## src/rtl/hpt_stat_pkg.sv

```systemverilog
`timescale 1ns/1ps
package hpt_stat_pkg;
  localparam int WORD_W  = 18;
  localparam int LOW_W   = 9;
  localparam int PULSE_W = 3;
  localparam int SEL_W   = 2;

  // Bit positions of the status word (decoded by software, so fixed)
  localparam int B_ERR = 17;
  localparam int B_PAR = 16;
  localparam int B_ILA = 15;
  localparam int B_TIM = 14;
  localparam int B_NRY = 13;
  localparam int B_DON = 12;
  localparam int B_IE  = 11;
  localparam int B_BSY = 10;
  localparam int B_WR  = 9;

  typedef logic [WORD_W-1:0] word_t;

  localparam word_t ONE       = word_t'(1);
  localparam word_t LOW_MASK  = (ONE << LOW_W) - ONE;
  localparam word_t KEEP_MASK = (ONE << B_IE) | (ONE << B_BSY) | (ONE << B_WR);
  localparam word_t FLAG_MASK = (ONE << B_ERR) | (ONE << B_PAR) | (ONE << B_ILA)
                              | (ONE << B_TIM) | (ONE << B_NRY) | (ONE << B_DON);

  typedef struct packed {
    logic clr_flags;
    logic skip_test;
    logic clr_all;
    logic rd_stat;
    logic ld_stat;
  } cmd_t;

  typedef struct packed {
    logic done;
    logic parity;
    logic bad_addr;
    logic not_ready;
  } evt_t;

  // Derived-bit rules applied after any change to the word
  function automatic word_t settle(input word_t w);
    word_t r;
    r = w & ~LOW_MASK;
    r[B_ERR] = r[B_PAR] | r[B_ILA] | r[B_TIM] | r[B_NRY];
    if (r[B_DON]) r[B_BSY] = 1'b0;
    return r;
  endfunction
endpackage

```

## src/rtl/hpt_pulse_decode.sv

```systemverilog
`timescale 1ns/1ps
module hpt_pulse_decode
  import hpt_stat_pkg::*;
#(
  parameter int P_W = PULSE_W,
  parameter int S_W = SEL_W
) (
  input  logic [P_W-1:0] iop_i,
  input  logic [S_W-1:0] sel_i,
  output cmd_t           cmd_o
);
  localparam int G_FLAG = 0;   // flag group
  localparam int G_READ = 1;   // readback group
  localparam int G_LOAD = 2;   // load group
  localparam logic [S_W-1:0] SEL_A = S_W'(0);
  localparam logic [S_W-1:0] SEL_B = S_W'(1);
  localparam logic [S_W-1:0] SEL_C = S_W'(2);

  always_comb begin
    cmd_o           = '0;
    cmd_o.clr_flags = iop_i[G_FLAG] && (sel_i == SEL_A);
    cmd_o.skip_test = iop_i[G_FLAG] && (sel_i == SEL_B);
    cmd_o.clr_all   = iop_i[G_FLAG] && (sel_i == SEL_C);
    cmd_o.rd_stat   = iop_i[G_READ] && (sel_i == SEL_B);
    cmd_o.ld_stat   = iop_i[G_LOAD] && (sel_i == SEL_C);
  end
endmodule

```

## src/rtl/hpt_status_core.sv

```systemverilog
`timescale 1ns/1ps
module hpt_status_core
  import hpt_stat_pkg::*;
(
  input  logic  clk,
  input  logic  rst,
  input  cmd_t  cmd_i,
  input  word_t acc_i,
  input  evt_t  evt_i,
  output word_t stat_o,
  output logic  start_o,
  output logic  cancel_o
);
  word_t stat_q, step_clr, step_ld, step_evt, stat_d;
  logic  start_q, cancel_q;
  logic  any_evt;

  assign any_evt = evt_i.done | evt_i.parity | evt_i.bad_addr | evt_i.not_ready;

  always_comb begin
    // clears first, then the load, then engine events (events win)
    step_clr = stat_q;
    if (cmd_i.clr_all)   step_clr = '0;
    if (cmd_i.clr_flags) step_clr = step_clr & ~FLAG_MASK;

    step_ld = step_clr;
    if (cmd_i.ld_stat) step_ld = (step_clr & KEEP_MASK) ^ (acc_i & ~LOW_MASK);

    step_evt = step_ld;
    if (evt_i.done)      step_evt[B_DON] = 1'b1;
    if (evt_i.parity)    step_evt[B_PAR] = 1'b1;
    if (evt_i.bad_addr)  step_evt[B_ILA] = 1'b1;
    if (evt_i.not_ready) step_evt[B_NRY] = 1'b1;

    stat_d = settle(step_evt);
  end

  always_ff @(posedge clk) begin
    if (rst) begin
      stat_q   <= '0;
      start_q  <= 1'b0;
      cancel_q <= 1'b0;
    end else begin
      stat_q   <= stat_d;
      start_q  <= cmd_i.ld_stat &  stat_d[B_BSY];
      cancel_q <= cmd_i.ld_stat & ~stat_d[B_BSY];
    end
  end

  assign stat_o   = stat_q;
  assign start_o  = start_q;
  assign cancel_o = cancel_q;

  assert_low_zero_R2: assert property (@(posedge clk) disable iff (rst)
    stat_q[LOW_W-1:0] == '0);

  assert_summary_R4: assert property (@(posedge clk) disable iff (rst)
    stat_q[B_ERR] == (stat_q[B_PAR] | stat_q[B_ILA] | stat_q[B_TIM] | stat_q[B_NRY]));

  assert_done_busy_R5: assert property (@(posedge clk) disable iff (rst)
    !(stat_q[B_DON] && stat_q[B_BSY]));

  assert_clear_all_R8: assert property (@(posedge clk) disable iff (rst)
    (cmd_i.clr_all && !cmd_i.ld_stat && !any_evt) |=> (stat_q == '0));

  assert_one_strobe_R10: assert property (@(posedge clk) disable iff (rst)
    cmd_i.ld_stat |=> (start_q != cancel_q));

  assert_no_strobe_R10: assert property (@(posedge clk) disable iff (rst)
    !cmd_i.ld_stat |=> (!start_q && !cancel_q));

  assert_start_busy_R10: assert property (@(posedge clk) disable iff (rst)
    start_q |-> stat_q[B_BSY]);

  assert_event_sticks_R11: assert property (@(posedge clk) disable iff (rst)
    evt_i.parity |=> stat_q[B_PAR]);
endmodule

```

## src/rtl/hpt_flag_outputs.sv

```systemverilog
`timescale 1ns/1ps
module hpt_flag_outputs
  import hpt_stat_pkg::*;
(
  input  logic  clk,
  input  logic  rst,
  input  cmd_t  cmd_i,
  input  word_t stat_i,
  output word_t rdata_o,
  output logic  skip_o,
  output logic  irq_o
);
  logic attention;

  assign attention = stat_i[B_ERR] | stat_i[B_DON];
  assign irq_o     = stat_i[B_IE] & attention;
  assign skip_o    = cmd_i.skip_test & attention;
  assign rdata_o   = cmd_i.rd_stat ? stat_i : '0;

  assert_irq_enable_R6: assert property (@(posedge clk) disable iff (rst)
    irq_o |-> stat_i[B_IE]);

  assert_irq_cause_R6: assert property (@(posedge clk) disable iff (rst)
    (stat_i[B_IE] && stat_i[B_DON]) |-> irq_o);

  assert_skip_only_on_test_R9: assert property (@(posedge clk) disable iff (rst)
    skip_o |-> cmd_i.skip_test);

  assert_quiet_bus_R12: assert property (@(posedge clk) disable iff (rst)
    !cmd_i.rd_stat |-> (rdata_o == '0));
endmodule

```

## src/rtl/hpt_status_reg.sv

```systemverilog
`timescale 1ns/1ps
module hpt_status_reg
  import hpt_stat_pkg::*;
#(
  parameter int P_W = PULSE_W,
  parameter int S_W = SEL_W
) (
  input  logic              clk,
  input  logic              rst,
  input  logic [P_W-1:0]    iop_i,
  input  logic [S_W-1:0]    sel_i,
  input  logic [WORD_W-1:0] acc_i,
  input  logic              done_evt_i,
  input  logic              parity_evt_i,
  input  logic              badaddr_evt_i,
  input  logic              notready_evt_i,
  output logic [WORD_W-1:0] status_o,
  output logic [WORD_W-1:0] rdata_o,
  output logic              skip_o,
  output logic              start_o,
  output logic              cancel_o,
  output logic              irq_o
);
  cmd_t  cmd;
  evt_t  evt;
  word_t stat;

  assign evt = '{done: done_evt_i, parity: parity_evt_i,
                 bad_addr: badaddr_evt_i, not_ready: notready_evt_i};

  hpt_pulse_decode #(.P_W(P_W), .S_W(S_W)) u_decode (
    .iop_i (iop_i),
    .sel_i (sel_i),
    .cmd_o (cmd)
  );

  hpt_status_core u_core (
    .clk      (clk),
    .rst      (rst),
    .cmd_i    (cmd),
    .acc_i    (acc_i),
    .evt_i    (evt),
    .stat_o   (stat),
    .start_o  (start_o),
    .cancel_o (cancel_o)
  );

  hpt_flag_outputs u_out (
    .clk     (clk),
    .rst     (rst),
    .cmd_i   (cmd),
    .stat_i  (stat),
    .rdata_o (rdata_o),
    .skip_o  (skip_o),
    .irq_o   (irq_o)
  );

  assign status_o = stat;
endmodule

```

## config.mk

```make
export PLATFORM = sky130hd
export DESIGN_NAME = hpt_status_reg
export DESIGN_NICKNAME = d
export VERILOG_FILES = /design/src/rtl/hpt_stat_pkg.sv /design/src/rtl/hpt_pulse_decode.sv /design/src/rtl/hpt_status_core.sv /design/src/rtl/hpt_flag_outputs.sv /design/src/rtl/hpt_status_reg.sv
export SDC_FILE = /design/constraint.sdc
export NUM_CORES = 1
export LEC_CHECK = 0
export BUFFER_PORTS_ARGS = -buffer_cell sky130_fd_sc_hd__buf_4
export CORE_UTILIZATION = 39
export CTS_CLUSTER_SIZE = 24
export DETAILED_ROUTE_END_ITERATION = 16
export PLACE_DENSITY = 0.88
export RECOVER_POWER = 25
export SETUP_SLACK_MARGIN = 0.2
export SYNTH_ARGS = -nofsm -noshare
export SYNTH_HDL_FRONTEND = slang
export SYNTH_SLANG_ARGS = --single-unit
```

## constraint.sdc

```tcl
create_clock -name clk -period 3.8 [get_ports clk]
set_clock_uncertainty 0.05 [all_clocks]
set_input_delay 0.38 -clock clk [delete_from_list [all_inputs] [get_ports clk]]
set_output_delay 0.38 -clock clk [all_outputs]
set_load 0.1 [all_outputs]
```

Word level (Yosys, flattened, before mapping)
Cells that the tools add are included.
{"block": "classes", "bitwise_logic": 10, "mux": 9, "n_reduce_logical": 6, "n_eq_ne": 2}
{"operator": "2-to-1 mux 17 bit", "count": 3}
{"operator": "2-to-1 mux 18 bit", "count": 1}
{"operator": "XOR 12 x 17 -> 17 bit", "count": 1}
{"operator": "logical AND 1 bit", "count": 5}
{"operator": "2-to-1 mux 1 bit", "count": 5}
{"operator": "AND 1 bit", "count": 4}
{"operator": "bitwise OR 1 bit", "count": 4}
{"operator": "equality test 2 x 1 -> 1 bit, second input constant", "count": 1}
{"operator": "equality test 2 bit, second input constant", "count": 1}
{"operator": "zero test 2 bit", "count": 1}
{"operator": "NOT 1 bit", "count": 1}
{"block": "totals", "inputBits": 29, "regBits": 20, "out_inout_bits": 40, "wordCells": 31}

Longest topological paths before layout
Gate-level depths: netlist of the first run.
{"block": "logic_depth", "depth_word": 10, "mapped_depth": 6, "mapped_depth_nobuf": 4}

Modules after synthesis
A second synthesis of the first run with hierarchy kept.
{"block": "hier_totals", "cells_unflattened": 82, "area_unflattened_um2": 739.5}
{"module": "hpt_status_core", "area_each_um2": 540.5, "n_inst": 1, "seq_area_each_um2": 220.2, "cells_per_inst": 56}
{"module": "hpt_flag_outputs", "area_each_um2": 156.4, "n_inst": 1, "seq_area_each_um2": 0.0, "cells_per_inst": 21}
{"module": "hpt_pulse_decode", "area_each_um2": 42.5, "n_inst": 1, "seq_area_each_um2": 0.0, "cells_per_inst": 5}

Worst setup path after synthesis of the first run
No wires, ideal clock.
{"block": "synth_timing", "path_kind": "reg2out", "startpoint": "register u_core.stat_q[12], in the netlist u_core.stat_o[12]", "endpoint": "output irq_o", "n_path_buf": 0, "setup_slack_ns": 0.916, "t_required_ns": 3.370, "arrival_ns": 2.454, "stages_incl_launch_ff": 3, "cell_sequence": "dfxtp_1 nor2_1 nor2b_1"}
{"block": "synth_via", "elab_chain_len": 2}
{"element": "from (decl)", "line_no": "hpt_status_core.sv:14", "source": "word_t stat_q, step_clr, step_ld, step_evt, stat_d;"}
{"element": "from (signal assigned)", "line_no": "hpt_status_core.sv:44", "source": "stat_q <= stat_d;"}
{"element": "bitwise OR 1 bit", "line_no": "hpt_flag_outputs.sv:15", "source": "assign attention = stat_i[B_ERR] | stat_i[B_DON];"}
{"element": "AND 1 bit", "line_no": "hpt_flag_outputs.sv:16", "source": "assign irq_o = stat_i[B_IE] & attention;"}
{"element": "to (decl)", "line_no": "hpt_status_reg.sv:22", "source": "output logic irq_o"}
No other way between the ends.

Final worst setup path of the first run
{"block": "layout_timing", "startpoint": "input sel_i[0]", "endpoint": "output rdata_o[15]"}
{"block": "layout_via", "elab_chain_len": 3}
{"element": "from (decl)", "line_no": "hpt_status_reg.sv:11", "source": "input logic [S_W-1:0] sel_i,"}
{"element": "equality test 2 x 1 -> 1 bit", "line_no": "hpt_pulse_decode.sv:24", "source": "cmd_o.rd_stat = iop_i[G_READ] && (sel_i == SEL_B);"}
{"element": "logical AND 1 bit", "line_no": "hpt_pulse_decode.sv:24"}
{"element": "2-to-1 mux 18 bit", "line_no": "hpt_flag_outputs.sv:18", "source": "assign rdata_o = cmd_i.rd_stat ? stat_i : '0;"}
{"element": "to (decl)", "line_no": "hpt_status_reg.sv:18", "source": "output logic [WORD_W-1:0] rdata_o,"}
No other way between the ends.

==> results of run 1 <==
==> layout by cell type, fill, tap and decap left out, types with 2 or more instances in the layout <==
cell type,count
a21oi_1,10
nand2b_1,2
buf_4,39
nor2_1,7
o211ai_1,2
and3_1,3
and3b_1,2
and2_1,9
conb_1,18
dfxtp_1,11
a221oi_1,2
o21ai_0,5
nand3_1,2
clkbuf_1,2
clkbuf_4,3
nand2_1,4
==> sequential cells by signal (all words and copies together), names as in the netlist <==
name,flops
u_core.stat_o,9
u_core.start_o,1
u_core.cancel_o,1
==> path summary, 6_finish.rpt <==
kind                            depth (start not counted)                          from                           end  slack [ns]
worst max-delay path                                    4                      sel_i[0]                   rdata_o[15]        1.92
worst min register to register                          2   u_core.stat_o[9]$_SDFF_PP0_   u_core.stat_o[9]$_SDFF_PP0_        0.47
worst max register to register                          4  u_core.stat_o[10]$_SDFF_PP0_    u_core.cancel_o$_SDFF_PP0_        2.48
worst min-delay path                                    3                notready_evt_i  u_core.stat_o[13]$_SDFF_PP0_        0.30
==> metal layers <==
metal	wire length (µm)	global-route usage, %	vias to the layer above
li1	-	-	364
met1	698	19.1	326
met2	779	29.0	38
met3	144	2.78	2
met4	9	7.06	0
met5	0	0	-
==> kinds of logic (layout without fill, tap and decap cells) <==
family	count (synthesis)	count (layout)	share of synthesized area (%)
flip-flops	11	11	29.3
other	1	18	0.499
AND/OR/NAND/NOR	36	36	29.3
buffers and inverters	23	44	21.3
AO/OA/AOI/OAI	23	23	19.6
==> power groups by stage <==
stage / Sequential, mW / Combinational, mW / Clock, mW
after floorplan: 0.166 / 0.131 / 0
after global placement: 0.128 / 0.185 / 0
after detailed placement: 0.128 / 0.186 / 0
after CTS: 0.125 / 0.187 / 0.0798
after global routing: 0.126 / 0.192 / 0.0857
final: 0.125 / 0.184 / 0.0765
==> through the flow <==
step                      hold WS [ns]  cell area (µm²)  total power [mW]  worst slack, ns
final                            0.297              996             0.386             1.92
after global routing             0.286              996             0.404             1.82
after CTS                        0.280             1010             0.392             2.00
after detailed placement         0.466              987             0.314             2.00
after global placement           0.452              987             0.313             2.01
after floorplan                  0.400              816             0.297            0.916
==> cell type report <==
cell class,count,area [µm²],share of cell area (%)
repair buffers,40,297,29.8
clock buffers,4,26.3,2.64
multi-input cells,77,422,42.3
well taps,25,31.3,3.14
flip-flops and latches,11,220,22.1
==> worst register-to-register path: cells and delay by family (launching register included) <==
family	cells	cell delay, ns
compound gates	2	0.26
simple gates	2	0.56
flops	1	0.34
==> metrics.txt, run 1 <==
clk buf depth 2; clk sinks 11; Avg Inst Size Synth 8.00 µm²; number of flops mapped to enable cells by yosys 0; Syn Inst Count 94; RSZ-0062 raised after global routing no; HPWL Detailed 1.29 mm; Worst path slowest cell and3b_1; critical path class input pin to output port; Comb pwr share 47.7%; Die Y 45.9 µm; max-cap viol count 0; Hold Vio Cnt, Final 0; 1st-iter DRT viols 14; Critical Path, Cell by Cell clkbuf_1, and3b_1, and2_1, buf_4; fill cell count 184; Yosys reg bits 11; Worst-path clk slew 0.07 ns; Final Max Tran Viols 0; Period Utilization, post-route 49.4%; P&R area growth vs syn 32.4%; Post-synth ARST share 0%; top post-synthesis cells by area dfxtp_1 29%, buf_4 19%, and2_1 7.5%, a21oi_1 6.0%, nor2_1 3.5%; Worst EP arrival 1.45 ns; Inserted Clock Buffers 3; number of vias per cell 4.65; total congestion overflow 0; GP Congestion 0.731; P_leak 0.493 nW; Seq pwr share 32.5%; residual DRC count 0; Final min period 1.88 ns; post-layout util 56.5%; row count 15; layout cell share with drive strength beyond 1 34.1%; NetSw 194 µW; Top Ports 69; endpoint class of the critical path output port; cell-internal power 192 µW; routed len/inst 10.4 µm; total power per unit cell area 388 nW/µm²; initial antenna violation count 0; Post-Layout Cell Count 157; worst endpoint required time 3.37 ns; synth warn 0; Fmax 0.533 GHz; core area 1760 µm²; post-synth cell types 29; Synth area leader dfxtp_1; ys flop type dfxtp_1; GRT Util Overall 16.4%; status completed; Synth top area share 29.3%; largest net degree at the start of global routing 12; most frequent cell after synthesis buf_4; Initial Utilization 42.6%; critical path startpoint category input pin; worst hold path type input pin to flop; DR pass1 iterations 4; # resized after CTS 0; Setup TNS Final 0 ns; Clock Power Share 19.8%; Die ar. 2110 µm²; Peak supply drop 0.181 mV; post-CTS setup buffer count 0; I/O Buffers 40; Final ANT Viol Nets 0; Worst-Skew Late Latency 0.26 ns; final wirelength 1.63 mm; number of global-route vias before repair 602; sw frac 50.3%; Crit path buffers/inverters 2; CTS root buf clkbuf_4; Largest stage delay, worst path 0.37 ns; commonest cells in the netlist 19 x buf_4, 11 x dfxtp_1, 9 x a21oi_1, 9 x and2_1, 7 x nor2_1; dpl cells 153; Synth Cell Area 752 µm²; global-route wire length before repair 2.51 mm; CP top delay family simple AND/OR/NAND/NOR gates; register area share after synthesis 29.3%; Final setup viols 0; Crit Path Max Fanout 9; hold_buf cts 0; NumNets Final 162; die width 45.9 µm; DR vias 730; H-tree lvl count 1; # diodes 0; TritonCTS clock tree built
Power figures use the tool's default switching activity.
==> run 2: changes to the inputs <==
--- a/config.mk
+++ b/config.mk
@@ -6,10 +6,10 @@
 export NUM_CORES = 1
 export LEC_CHECK = 0
 export BUFFER_PORTS_ARGS = -buffer_cell sky130_fd_sc_hd__buf_4
-export CORE_UTILIZATION = 39
+export CORE_UTILIZATION = 36
 export CTS_CLUSTER_SIZE = 24
 export DETAILED_ROUTE_END_ITERATION = 16
-export PLACE_DENSITY = 0.88
+export PLACE_DENSITY = 0.82
 export RECOVER_POWER = 25
 export SETUP_SLACK_MARGIN = 0.2
 export SYNTH_ARGS = -nofsm -noshare
==> constraint.sdc (replaced) <==
create_clock -name clk -period 1.91 [get_ports clk]
set_clock_uncertainty 0.05 [all_clocks]
set_input_delay 0.191 -clock clk [delete_from_list [all_inputs] [get_ports clk]]
set_output_delay 0.191 -clock clk [all_outputs]
set_load 0.1 [all_outputs]
==> run 2 against run 1 <==
Clock power grew 100%. Largest cell class unchanged. Combinational power grew 100%. Critical path type is now flop to output port. Hold slack lost 0.19 ns. Die area grew 8.0%. Via count shrank 0.55%.
==> metrics.txt, run 2 (synthesis results as in run 1) <==
Critical Path, Cell by Cell nor2_1, and4bb_4, buf_4; I/O Buffers 40 (unchanged); post-CTS setup buffer count 0 (unchanged); # resized after CTS 0 (unchanged); Reg2Reg Depth 4 (unchanged); hold-critical path depth 3 (unchanged); H-tree lvl count 1 (unchanged); CTS root buf clkbuf_4; critical path startpoint category flop; Crit Path Max Fanout 4 (-5); total congestion overflow 0 (unchanged); Final min period 1.55 ns; GRT Util Overall 15.4% (-0.97 points); critical path class flop to output port; DR pass1 iterations 4 (unchanged); Reg-to-Reg Start u_core.stat_o[10]$_SDFF_PP0_; Worst-Skew Late Latency 0.26 ns (about the same); worst-margin pin slew 0.542 ns; largest net degree at the start of global routing 12 (unchanged); Final setup viols 0 (unchanged); worst flop-to-flop path endpoint u_core.cancel_o$_SDFF_PP0_; Die ar. 2280 µm² (+8.0%); Worst path depth 3 (-1); total power per unit cell area 753 nW/µm² (+94%); HPWL Detailed 1.35 mm (+4.0%); Hold Vio Cnt, Final 0 (unchanged); NumNets Final 162 (unchanged); Worst path slowest cell dfxtp_2; number of global-route vias before repair 602 (unchanged); Largest stage delay, worst path 0.34 ns (-0.03 ns); clk buf depth 2 (unchanged); Worst EP arrival 1.31 ns (-0.14 ns); max reg flops 9 (unchanged); Final Max Tran Viols 0 (unchanged); Die Y 47.7 µm (+3.9%); endpoint class of the critical path output port; TritonCTS clock tree built; Worst slew margin 64.0%; commonest non-fill, non-tap cells in the layout 38 x buf_4, 18 x conb_1, 10 x a21oi_1; layout cell share with drive strength beyond 1 47.7% (+14 points); Min Hold Slack 0.104 ns (-0.193 ns); R2R Setup Slk 0.58 ns (-1.90 ns); Top Ports 69 (unchanged); row count 16 (+1); global-route wire length before repair 2.46 mm (-2.2%); P&R area growth vs syn 37.3%; Hold EP u_core.stat_o[15]$_SDFF_PP0_; Fmax 0.646 GHz; Initial Utilization 38.3% (-4.3 points); worst hold path type input pin to flop; post-layout util 52.6% (-3.8 points); Final ANT Viol Nets 0 (unchanged); die width 47.7 µm (+3.9%); worst endpoint required time 1.67 ns (-1.70 ns); Peak supply drop 0.400 mV (+120%); 1st-iter DRT viols 8 (-6); Crit path buffers/inverters 1 (-1); Setup TNS Final 0 ns (unchanged); P_leak 0.504 nW (+2.1%); GP Congestion 0.740 (+1.1%); Period Utilization, post-route 81.1%; hold_buf cts 0 (unchanged); Inserted Clock Buffers 3 (unchanged); residual DRC count 0 (unchanged); core area 1960 µm² (+11%); hold_sp badaddr_evt_i; routed len/inst 10.7 µm (+2.9%); final wirelength 1.70 mm (+4.2%); number of vias per cell 4.57 (-1.8%); max-cap viol count 0 (unchanged); initial antenna violation count 0 (unchanged); DR vias 726 (-0.55%); clk sinks 11 (unchanged); CP top delay family simple AND/OR/NAND/NOR gates; RSZ-0062 raised after global routing no; Worst-path clk slew 0.07 ns (about the same); status completed; # diodes 0 (unchanged); most common cell after layout, fill and taps aside buf_4
## run 2: changes by cell type in the layout (fill, tap and decap cells not counted), moves of 7 or more
cell,delta
and2_2,+9
dfxtp_2,+7
and2_1,-9
dfxtp_1,-7
## run 2: area by class of cell
class,count,area [µm²]
fillers,205,930
multi-input cells,77,449
clock buffers,4,26.3
well taps,27,33.8
repair buffers,40,294
flip-flops and latches,11,229
## run 2: layer usage
layer	share of wire [%]	GRT usage (%)	up-vias
met1	42	18.0	326
li1	-	-	364
met3	8.3	3.77	2
met5	0	0	-
met2	49	27.3	34
met4	1.1	5.56	0
## run 2: worst register-to-register path, delay by kind of cell, from the launching register on
kind | cells | cell delay, ns
and+or+nand+nor | 2 | 0.56
DFF | 1 | 0.34
AOI/OAI and AO/OA | 2 | 0.28
## run 2: worst max-delay path by stage
stage	startpoint	to	slack, ns
2_1_floorplan	u_core.stat_o[12]$_SDFF_PP0_	skip_o	0.26
3_3_place_gp	sel_i[1]	rdata_o[16]	0.51
3_5_place_dp	sel_i[1]	rdata_o[15]	0.49
4_1_cts	u_core.stat_o[12]$_SDFF_PP0_	skip_o	0.36
5_1_grt	u_core.stat_o[12]$_SDFF_PP0_	skip_o	0.31
6_report	u_core.stat_o[12]$_SDFF_PP0_	skip_o	0.36
## run 2: where the power goes
| group | switching, mW | internal (mW) | total (mW) |
|---|---|---|---|
| sequential | 0.00936 | 0.242 | 0.251 |
| combinational | 0.308 | 0.0632 | 0.372 |
| clock | 0.0737 | 0.0805 | 0.154 |
## run 2: through the flow
stage	setup slack [ns]	cells	area, µm²	total power, mW
floorplan	0.257	111	850	0.596
global placement	0.513	155	1020	0.628
detailed placement	0.491	155	1020	0.632
CTS	0.356	159	1050	0.784
global route	0.311	159	1030	0.811
finish	0.362	159	1030	0.777
